$ cat src/rtl/wdog_keyed_pkg.sv
`timescale 1ns/1ps
package wdog_keyed_pkg;
   localparam logic [7:0] OFF_PV1 = 8'h00;
   localparam logic [7:0] OFF_PV2 = 8'h04;
   localparam logic [7:0] OFF_KEY = 8'h0C;
   localparam logic [7:0] OFF_RL1 = 8'h0D;
   localparam logic [7:0] OFF_CFG = 8'h10;
   localparam logic [7:0] OFF_CNT = 8'h14;
   localparam logic [7:0] OFF_LCK = 8'h18;
   localparam logic [7:0] KEY_FIRST  = 8'h80;
   localparam logic [7:0] KEY_SECOND = 8'h86;

   typedef enum logic [1:0] {
      KS_IDLE  = 2'd0,
      KS_ARMED = 2'd1,
      KS_OPEN  = 2'd2
   } key_state_t;

   typedef struct packed {
      logic tmo_en;    // bit 5
      logic rst_en;    // bit 4
      logic rst_type;  // bit 3
      logic fine_pre;  // bit 2
   } wd_cfg_t;
endpackage

$ cat src/rtl/wdog_keyseq.sv
`timescale 1ns/1ps
module wdog_keyseq
   import wdog_keyed_pkg::*;
(
   input  logic       clk,
   input  logic       rst_n,
   input  logic       wr,
   input  logic       at_key,
   input  logic       at_prot,
   input  logic [7:0] data,
   output logic       grant
);
   key_state_t st_q;

   always_ff @(posedge clk or negedge rst_n) begin
      if (!rst_n) begin
         st_q <= KS_IDLE;
      end else if (wr) begin
         if (at_key) begin
            if (data == KEY_FIRST)
               st_q <= KS_ARMED;
            else if (st_q == KS_ARMED && data == KEY_SECOND)
               st_q <= KS_OPEN;
            else
               st_q <= KS_IDLE;
         end else if (at_prot) begin
            st_q <= KS_IDLE;
         end else if (st_q == KS_ARMED) begin
            st_q <= KS_IDLE;
         end
      end
   end

   assign grant = (st_q == KS_OPEN);
endmodule

$ cat src/rtl/wdog_prescaler.sv
`timescale 1ns/1ps
module wdog_prescaler #(
   parameter int COARSE_SH = 15,
   parameter int FINE_SH   = 5
) (
   input  logic clk,
   input  logic rst_n,
   input  logic run,
   input  logic restart,
   input  logic fine_sel,
   output logic tick
);
   localparam int PW = COARSE_SH;
   localparam logic [PW-1:0] LIM_C = {PW{1'b1}};
   localparam logic [PW-1:0] LIM_F = PW'((64'd1 << FINE_SH) - 64'd1);

   initial begin
      if (FINE_SH < 1 || FINE_SH > COARSE_SH || COARSE_SH > 30)
         $error("wdog_prescaler: need 1 <= FINE_SH <= COARSE_SH <= 30");
   end

   logic [PW-1:0] cnt_q;
   logic [PW-1:0] lim;

   generate
      if (FINE_SH == COARSE_SH) begin : g_single
         logic unused_sel;
         assign unused_sel = fine_sel;
         assign lim = LIM_C;
      end else begin : g_dual
         assign lim = fine_sel ? LIM_F : LIM_C;
      end
   endgenerate

   assign tick = run && !restart && (cnt_q == lim);

   always_ff @(posedge clk or negedge rst_n) begin
      if (!rst_n)
         cnt_q <= '0;
      else if (restart || !run || tick)
         cnt_q <= '0;
      else
         cnt_q <= cnt_q + 1'b1;
   end
endmodule

$ cat src/rtl/wdog_counter.sv
`timescale 1ns/1ps
module wdog_counter #(
   parameter int PRE_W = 20
) (
   input  logic             clk,
   input  logic             rst_n,
   input  logic             en,
   input  logic             start,
   input  logic             tick,
   input  logic             hold_mode,
   input  logic [PRE_W-1:0] pv1,
   input  logic [PRE_W-1:0] pv2,
   output logic [PRE_W-1:0] count,
   output logic             halted,
   output logic             expire
);
   logic stage_q;

   assign expire = en && !halted && !start && tick && stage_q && (count == '0);

   always_ff @(posedge clk or negedge rst_n) begin
      if (!rst_n) begin
         count   <= '0;
         stage_q <= 1'b0;
         halted  <= 1'b0;
      end else if (start) begin
         count   <= pv1;
         stage_q <= 1'b0;
         halted  <= 1'b0;
      end else if (en && !halted && tick) begin
         if (count != '0) begin
            count <= count - 1'b1;
         end else if (!stage_q) begin
            stage_q <= 1'b1;
            count   <= pv2;
         end else if (hold_mode) begin
            halted <= 1'b1;
         end else begin
            stage_q <= 1'b0;
            count   <= pv1;
         end
      end
   end
endmodule

$ cat src/rtl/wdog_keyed.sv
`timescale 1ns/1ps
module wdog_keyed
   import wdog_keyed_pkg::*;
#(
   parameter int PRE_W     = 20,
   parameter int COARSE_SH = 15,
   parameter int FINE_SH   = 5,
   parameter int RST_CYC   = 16,
   parameter int AW        = 6
) (
   input  logic          clk,
   input  logic          rst_n,
   input  logic          bus_wr,
   input  logic [AW-1:0] bus_addr,
   input  logic [31:0]   bus_wdata,
   output logic [31:0]   bus_rdata,
   output logic          rst_out,
   output logic          rst_kind,
   output logic          tmo_out
);
   localparam int RCW = $clog2(RST_CYC + 1);

   initial begin
      if (PRE_W < 1 || PRE_W > 32) $error("wdog_keyed: PRE_W out of 1..32");
      if (RST_CYC < 1)             $error("wdog_keyed: RST_CYC must be >= 1");
      if (AW < 5 || AW > 8)        $error("wdog_keyed: AW out of 5..8");
   end

   // address decode
   logic at_pv1, at_pv2, at_key, at_rl1, at_cfg, at_lck, at_prot;
   assign at_pv1  = bus_addr == AW'(OFF_PV1);
   assign at_pv2  = bus_addr == AW'(OFF_PV2);
   assign at_key  = bus_addr == AW'(OFF_KEY);
   assign at_rl1  = bus_addr == AW'(OFF_RL1);
   assign at_cfg  = bus_addr == AW'(OFF_CFG);
   assign at_lck  = bus_addr == AW'(OFF_LCK);
   assign at_prot = at_pv1 || at_pv2 || at_rl1;

   logic grant;
   wdog_keyseq u_key (
      .clk    (clk),
      .rst_n  (rst_n),
      .wr     (bus_wr),
      .at_key (at_key),
      .at_prot(at_prot),
      .data   (bus_wdata[7:0]),
      .grant  (grant)
   );

   // register file
   logic [PRE_W-1:0] pv1_q, pv2_q;
   wd_cfg_t          cfg_q;
   logic             lock_q, en_q, hold_q;
   logic             tmo_flag;
   logic             acc, reload_go, clr_go, lck_wr, en_rise, start;

   assign acc       = bus_wr && at_prot && grant;
   assign reload_go = acc && at_rl1 && bus_wdata[0];
   assign clr_go    = acc && at_rl1 && bus_wdata[1];
   assign lck_wr    = bus_wr && at_lck && !lock_q;
   assign en_rise   = lck_wr && bus_wdata[1] && !en_q;
   assign start     = en_rise || reload_go;

   always_ff @(posedge clk or negedge rst_n) begin
      if (!rst_n) begin
         pv1_q  <= '0;
         pv2_q  <= '0;
         cfg_q  <= '0;
         lock_q <= 1'b0;
         en_q   <= 1'b0;
         hold_q <= 1'b0;
      end else begin
         if (acc && at_pv1 && !lock_q) pv1_q <= bus_wdata[PRE_W-1:0];
         if (acc && at_pv2 && !lock_q) pv2_q <= bus_wdata[PRE_W-1:0];
         if (bus_wr && at_cfg && !lock_q) cfg_q <= wd_cfg_t'(bus_wdata[5:2]);
         if (lck_wr) begin
            lock_q <= bus_wdata[0];
            en_q   <= bus_wdata[1];
            hold_q <= bus_wdata[2];
         end
      end
   end

   // timing chain
   logic             tick, halted, expire;
   logic [PRE_W-1:0] count;

   wdog_prescaler #(.COARSE_SH(COARSE_SH), .FINE_SH(FINE_SH)) u_pre (
      .clk     (clk),
      .rst_n   (rst_n),
      .run     (en_q && !halted),
      .restart (start),
      .fine_sel(cfg_q.fine_pre),
      .tick    (tick)
   );

   wdog_counter #(.PRE_W(PRE_W)) u_cnt (
      .clk      (clk),
      .rst_n    (rst_n),
      .en       (en_q),
      .start    (start),
      .tick     (tick),
      .hold_mode(hold_q),
      .pv1      (pv1_q),
      .pv2      (pv2_q),
      .count    (count),
      .halted   (halted),
      .expire   (expire)
   );

   // sticky flag and reset pulse
   logic [RCW-1:0] rcnt_q;
   logic           kind_q;

   always_ff @(posedge clk or negedge rst_n) begin
      if (!rst_n) begin
         tmo_flag <= 1'b0;
         rcnt_q   <= '0;
         kind_q   <= 1'b0;
      end else begin
         if (expire)      tmo_flag <= 1'b1;
         else if (clr_go) tmo_flag <= 1'b0;
         if (expire && cfg_q.rst_en) begin
            rcnt_q <= RCW'(RST_CYC);
            kind_q <= cfg_q.rst_type;
         end else if (rcnt_q != '0) begin
            rcnt_q <= rcnt_q - 1'b1;
         end
      end
   end

   assign rst_out  = (rcnt_q != '0);
   assign rst_kind = rst_out && kind_q;
   assign tmo_out  = tmo_flag && cfg_q.tmo_en;

   // read mux
   always_comb begin
      bus_rdata = '0;
      if (at_pv1)      bus_rdata = 32'(pv1_q);
      else if (at_pv2) bus_rdata = 32'(pv2_q);
      else if (at_rl1) bus_rdata = {30'd0, tmo_flag, 1'b0};
      else if (at_cfg) bus_rdata = {26'd0, cfg_q, 2'b00};
      else if (at_cnt_sel()) bus_rdata = 32'(count);
      else if (at_lck) bus_rdata = {29'd0, hold_q, en_q, lock_q};
   end

   function automatic logic at_cnt_sel();
      return bus_addr == AW'(OFF_CNT);
   endfunction

   logic unused_wdata;
   assign unused_wdata = ^bus_wdata;
endmodule

$ cat config.mk
export PLATFORM = sky130hd
export DESIGN_NAME = wdog_keyed
export DESIGN_NICKNAME = d
export VERILOG_FILES = /design/src/rtl/wdog_keyed_pkg.sv /design/src/rtl/wdog_keyseq.sv /design/src/rtl/wdog_prescaler.sv /design/src/rtl/wdog_counter.sv /design/src/rtl/wdog_keyed.sv
export SDC_FILE = /design/constraint.sdc
export NUM_CORES = 1
export LEC_CHECK = 0
export CORE_MARGIN = 3
export CORE_UTILIZATION = 50
export CTS_CLUSTER_SIZE = 10
export DETAILED_ROUTE_END_ITERATION = 8
export PLACE_DENSITY = 0.76
export REMOVE_ABC_BUFFERS = 1
export SETUP_SLACK_MARGIN = 0.1
export SYNTH_ARGS = -nofsm -noshare
export SYNTH_HDL_FRONTEND = slang
export SYNTH_HIERARCHICAL = 1
export SYNTH_SLANG_ARGS = --single-unit
$ cat constraint.sdc
create_clock -name clk -period 2.7 [get_ports clk]
set_input_delay 0.405 -clock clk [delete_from_list [all_inputs] [get_ports clk]]
set_output_delay 0.405 -clock clk [all_outputs]
set_load 0.005 [all_outputs]
==> results of run 1 <==
-- registers in the layout, indices dropped and copies added (netlist names) --
signal	cells
en_q	1
tmo_flag	1
u_pre/cnt_q	15
pv2_q	20
hold_q	1
pv1_q	20
lock_q	1
u_cnt/count	20
u_cnt/halted	1
kind_q	1
rcnt_q	5
u_key/st_q	2
cfg_q	4
u_cnt/stage_q	1
-- path summary, 6_finish.rpt --
check / depth (start not counted) / endpoint / slack (ns) / startpoint
min in group clk: 1 / u_pre/cnt_q[0] / 0.50 / u_pre/cnt_q[0]
max in group asynchronous: 2 / u_pre/cnt_q[3] / 2.00 / rst_n
max reg2reg: 10 / u_cnt/count[17] / 0.04 / u_pre/cnt_q[13]
min reg2reg: 1 / u_pre/cnt_q[0] / 0.50 / u_pre/cnt_q[0]
max: 10 / u_cnt/count[17] / 0.04 / u_pre/cnt_q[13]
min: 1 / rcnt_q[3] / 0.05 / rst_n
-- cells in the final DEF (no fill, tap or decap), drive strengths merged, types with 9 or more instances in the layout --
master / netlist / final
buf: 28 / 90
xnor2: 9 / 9
dfrtp: 93 / 93
clkbuf: 22 / 12
dlygate4sd2: 0 / 22
a221o: 20 / 20
mux2: 47 / 47
inv: 33 / 33
a21oi: 25 / 25
clkdlybuf4s50: 0 / 24
conb: 1 / 12
o21ai: 15 / 15
nand2: 25 / 25
or4: 9 / 9
nand4: 9 / 9
nor2: 20 / 20
nand3: 16 / 16
nor3: 46 / 46
-- power by group --
| group | total (mW) | switching, mW | internal [mW] |
|---|---|---|---|
| Clock | 1.29 | 0.545 | 0.741 |
| Sequential | 1.48 | 0.0517 | 1.43 |
| Combinational | 0.344 | 0.188 | 0.156 |
| Total | 3.11 | 0.785 | 2.32 |
-- critical path: cells and delay by family, from the launching register on --
kind | cells | cell delay, ns
buffers and inverters | 2 | 0.28
AO/OA/AOI/OAI | 3 | 0.82
flip-flops | 1 | 0.43
AND/OR/NAND/NOR | 5 | 1.01
-- final cells by class --
class                   count  area share [%]
clock buffers              12            3.21
clock inverters             4           0.620
inverters                  33            1.61
multi-input cells         412            44.8
flip-flops and latches     93            30.3
well taps                 140            2.28
repair buffers            140            17.1
-- logic make-up after synthesis --
kind of cell	count (synthesis)	synth area share, %
adders and majority gates	5	1.07
muxes	53	11.3
and+or+nand+nor	197	20.8
buffers and inverters	83	7.68
other	1	0.0639
AOI/OAI and AO/OA	128	17.0
xor gates and xnor gates	16	2.39
DFF	93	39.7
-- metal layers --
layer	share of wire, %	up-vias	GRT usage, %
met2	50	251	45.2
met3	6.6	52	6.03
met1	40	2628	32.2
li1	-	2372	-
met4	2.7	0	10.5
met5	0	-	0
-- what timing repair did --
| item | 4_1_cts | 5_1_grt |
|---|---|---|
| pin swaps | 11 | 10 |
| buffers inserted | 8 | 8 |
| gates cloned | 1 | 1 |
| setup endpoints to repair | 47 | 41 |
| gates resized for setup | 54 | 40 |
==> summary.txt, run 1 <==
Drt
  – Initial drt markers: approximately 530
  – Vias post-DR: 5303
  – # DRC: 0
  – Wire per inst: 21.0 um
  – Vias/cell: 6.36
  – Routed WL: 17.5 mm
  – Antenna Nets Post-Route: 0
  – DRT Pass-1 Iters: 5

Critical path
  – Crit-path max FO: 5
  – Worst EP arrival: 2.89 ns
  – CP required: 2.93 ns
  – Startpoint types: flip-flop
  – CP max stage cell: or4_4
  – Max stage delay on crit path: 0.45 ns
  – Worst-path cell chain: nand3_1 -> or4_4 -> a211oi_4 -> nor2b_4 -> nand3b_1 -> buf_4 -> and2_4 -> a31o_4 -> buf_6 -> a221o_1
  – Endpoint class of the critical path: flip-flop
  – Critical setup path kind: flip-flop to flip-flop

Placed design
  – Post-Place Cell Area: around 6900 um^2
  – IO Port Bufs: 51
  – GP Congestion: approximately 0.94
  – Dpl ws: -0.476 ns
  – Cell count after placement: 801
  – Hpwl dp: 11.9 mm

Floorplanning
  – Die W: 114 um
  – # IOs: 76
  – Area of the core: about 11000 um^2
  – Starting Density: a little over half
  – Rows: 38
  – Area of the die: 13100 um^2
  – Die height: 114 um

Finish
  – Multi-input combinational cell area: 3440 um^2
  – Final core utilization: 68.9%
  – Layout cell share with drive strength beyond 1: between 30% and 40%
  – Reg area: around 2300 um^2
  – Final Non-Filler Cells: 834
  – Design Area, Final: 7670 um^2
  – Fillers: 818
  – Nets: around 740
  – Area Growth Syn to Fin: 30.8%
  – Ant diodes: 0

STA
  – Worst Tran Pin Value: 0.843 ns
  – Slew margin rel.: a little over two fifths
  – Worst hold slack: 0.0478 ns
  – Final slew viol count: 0
  – Min Tclk post-route: ~2.7 ns
  – Setup_tns: 0 ns
  – Post-Route Skew: 0.00742 ns
  – RSZ-0062 raised after global routing: true
  – Final worst slack: 0.0432 ns
  – Final Cycle Share: between 90 and 100%
  – Hold Fails Final Rpt: 0
  – Fmax: 376 MHz
  – # setup viols final: 0

Global routing
  – Vias in the first global route: 5310
  – GR Overflow Total: 0
  – GRT Total Usage: 26.4%
  – Largest net degree at the start of global routing: between 40 and 50
  – Antenna violations before repair: 0
  – First-pass GRT wire length: around 27 mm

Power and ir drop
  – Leakage: roughly 3.4 nW
  – Power, Total: 3.11 mW
  – Power per cell area: 405 nW/um^2
  – Worst IR Drop VDD: 0.000593 V

Logic synthesis
  – Async S/R FF share, synth: 100%
  – Synthesized netlist cell count: about 580
  – Top cell type by total area after synthesis: dfrtp_1
  – Mapped Avg Cell Area: 10.2 um^2
  – Flops & latches, synth: 93
  – Yosys cell types: 87
  – Register area share after synthesis: 39.7%
  – Post-synth top flop: dfrtp_1
  – Number of synthesized flops with an enable pin: 0
  – Area share of the largest cell type after synthesis: 39.7%
  – Ys Warns: 6
  – Netlist Area Pre-Place: roughly 5900 um^2
  – Top post-synthesis cells by count: dfrtp_1, nor3_1, inv_1
  – Top post-synthesis cells by area: dfrtp_1, mux2_2, mux2_4
  – Count leader, synth: dfrtp_1

Clocking
  – Hold buffers post-CTS: 0
  – CTS Sinks: 93
  – CTS tree: built
  – Cts bufs inserted: 9
  – CTS root buf: clkbuf_16
  – Largest buffer count on any clock path: 2
  – H-tree depth: 3
  – Reg clk slew, reported paths: 0.06 ns
  – Worst-Skew Late Latency: 0.35 ns

Run
  – Max-Cap Viols: 0

Status
  – Status: complete, no violations

Min path
  – Worst Hold Class: input port to asynchronous set/reset pin
(Power assumes the default switching activity.)
==> run 2: changes to the inputs <==
MAX_ROUTING_LAYER = met4   (was not set)
==> summary.txt, run 2 (synthesis results as in run 1) <==
Clocking
  – CTS Sinks: between 90 and 100
  – Reg clk slew, reported paths: 0.06 ns
  – Cts bufs inserted: 9
  – Largest buffer count on any clock path: 2
  – Worst-Skew Late Latency: ~0.36 ns
  – CTS root buf: clkbuf_16
  – CTS tree: built
  – H-tree depth: 3
  – Hold buffers post-CTS: 0

Status
  – Status: complete, no violations

Global routing
  – GRT Total Usage: approximately 28%
  – Largest net degree at the start of global routing: 57
  – GR Overflow Total: 0
  – Vias in the first global route: 5324
  – First-pass GRT wire length: 27.7 mm
  – Antenna violations before repair: 0

STA
  – Final slew viol count: 0
  – Worst Tran Pin Value: slightly above 0.9 ns
  – Post-Route Skew: roughly 0.0084 ns
  – Slew margin rel.: 38.9%
  – Fmax: 377 MHz
  – Worst hold slack: approximately 0.014 ns
  – # setup viols final: 0
  – Final Cycle Share: 98.2%
  – RSZ-0062 raised after global routing: true
  – Final worst slack: 0.0499 ns
  – Min Tclk post-route: 2.65 ns
  – Setup_tns: 0 ns
  – Hold Fails Final Rpt: 0

Floorplanning
  – Die height: 114 um
  – Die W: 114 um
  – Area of the die: 13100 um^2
  – Area of the core: 11100 um^2
  – Rows: 38
  – # IOs: between 70 and 80
  – Starting Density: 52.7%

Finish
  – Final Non-Filler Cells: 836
  – Design Area, Final: 7660 um^2
  – Multi-input combinational cell area: 3440 um^2
  – Ant diodes: 0
  – Final core utilization: approximately 70%
  – Layout cell share with drive strength beyond 1: 34.3%
  – Reg area: 2330 um^2
  – Commonest non-fill, non-tap cells in the layout: dfrtp_1, buf_4, inv_1
  – Fillers: 820
  – Nets: about 740
  – Top flop regs: pv1_q x20, pv2_q x20, u_cnt/count x20
  – Area Growth Syn to Fin: 30.7%
  – Commonest non-fill, non-tap cell in the layout: dfrtp_1

Power and ir drop
  – Worst IR Drop VDD: 0.000633 V
  – Power, Total: about 3.0 mW
  – Power per cell area: approximately 400 nW/um^2
  – Combinational share of power: 11.4%
  – Clock network power share: 39.9%
  – Sw Ratio: 25.9%
  – Internal Pwr Total: 2.25 mW
  – Leakage: between 3 and 4 nW
  – P_sw: 785 uW
  – Sequential power share: 48.7%

Placed design
  – Dpl ws: -0.448 ns
  – Hpwl dp: ~12 mm
  – Cell count after placement: 807
  – IO Port Bufs: 51
  – Post-Place Cell Area: 6950 um^2
  – GP Congestion: 0.950

Critical path
  – Critical setup path kind: flip-flop to flip-flop
  – Max stage delay on crit path: 0.51 ns
  – Startpoint types: flip-flop
  – Delay-heaviest family, CP: simple AND/OR/NAND/NOR gates
  – WP depth: 9
  – Worst EP arrival: 2.89 ns
  – Crit-path max FO: 5
  – FF-to-FF path depth: 9
  – RR Startpoint: u_pre/cnt_q[10]
  – Worst r2r dst: u_cnt/count[7]
  – CP required: 2.94 ns
  – CP max stage cell: or4_4
  – Sum of buffers and inverters on the critical path: 0
  – Endpoint class of the critical path: flip-flop
  – Worst-path cell chain: nand3_2 -> or4_4 -> a211oi_4 -> nor2b_4 -> nand3b_1 -> and2_4 -> a31o_4 -> or3_1 -> o311a_1
  – Reg-to-reg slack, setup: 0.05 ns

Drt
  – Routed WL: 17.9 mm
  – Wire per inst: around 21 um
  – Vias post-DR: between 5000 and 6000
  – Initial drt markers: 614
  – DRT Pass-1 Iters: 5
  – Antenna Nets Post-Route: 0
  – # DRC: 0
  – Vias/cell: 6.42

Run
  – Max-Cap Viols: 0

Min path
  – Worst Hold Class: input port to asynchronous set/reset pin
[run 2: cell count changes in the layout (fill, tap and decap cells not counted), moves of 2 or more]
cell / delta
nor3_4: +3
nor3_1: -10
a21oi_2: +4
clkdlybuf4s15_1: +3
nor3_2: +7
clkinv_2: -2
a31oi_2: +2
dlygate4sd2_1: -18
clkbuf_2: +15
a21oi_4: -3
[run 2: cell type report]
cell class / count / share of cell area, %
inverter: 33 / 1.62
sequential: 93 / 30.4
multi-input combinational: 412 / 44.9
tap: 140 / 2.29
clock buffer: 13 / 3.40
clock inverter: 1 / 0.0979
timing repair buffer: 144 / 17.3
[run 2: layer usage]
layer	routed length, um	part of all wire [%]	track usage, %
met1	7130	40	34.4
met2	9120	51	45.8
met3	1180	6.6	4.97
met4	508	2.8	8.63
met5	0	0	-
[run 2: worst max path at each step]
stage                     from               to  slack (ns)
4_1_cts            bus_addr[1]     bus_rdata[3]        0.01
6_report       u_pre/cnt_q[10]   u_cnt/count[7]        0.05
3_3_place_gp       bus_addr[5]     bus_rdata[6]       -0.40
2_1_floorplan      bus_addr[5]  u_cnt/count[12]       -1.07
5_1_grt         u_cnt/count[1]  u_cnt/count[17]       -0.04
3_5_place_dp       bus_addr[4]  u_cnt/count[12]       -0.45
[run 2: power by group through the flow]
| stage | clock, mW | combinational, mW | sequential, mW |
|---|---|---|---|
| after floorplan | 0 | 0.133 | 1.49 |
| after global placement | 0 | 0.305 | 1.50 |
| after detailed placement | 0 | 0.314 | 1.50 |
| after CTS | 1.22 | 0.326 | 1.47 |
| after global routing | 1.27 | 0.372 | 1.48 |
| final | 1.21 | 0.345 | 1.48 |
[run 2: timing repair]
| action | in CTS | in global routing |
|---|---|---|
| setup endpoints to repair | 46 | 47 |
| gates cloned | 1 | 2 |
| resized for setup | 52 | 82 |
| buffers inserted | 8 | 4 |
| hold endpoints to repair | 0 | 0 |
| pin swaps | 8 | 10 |
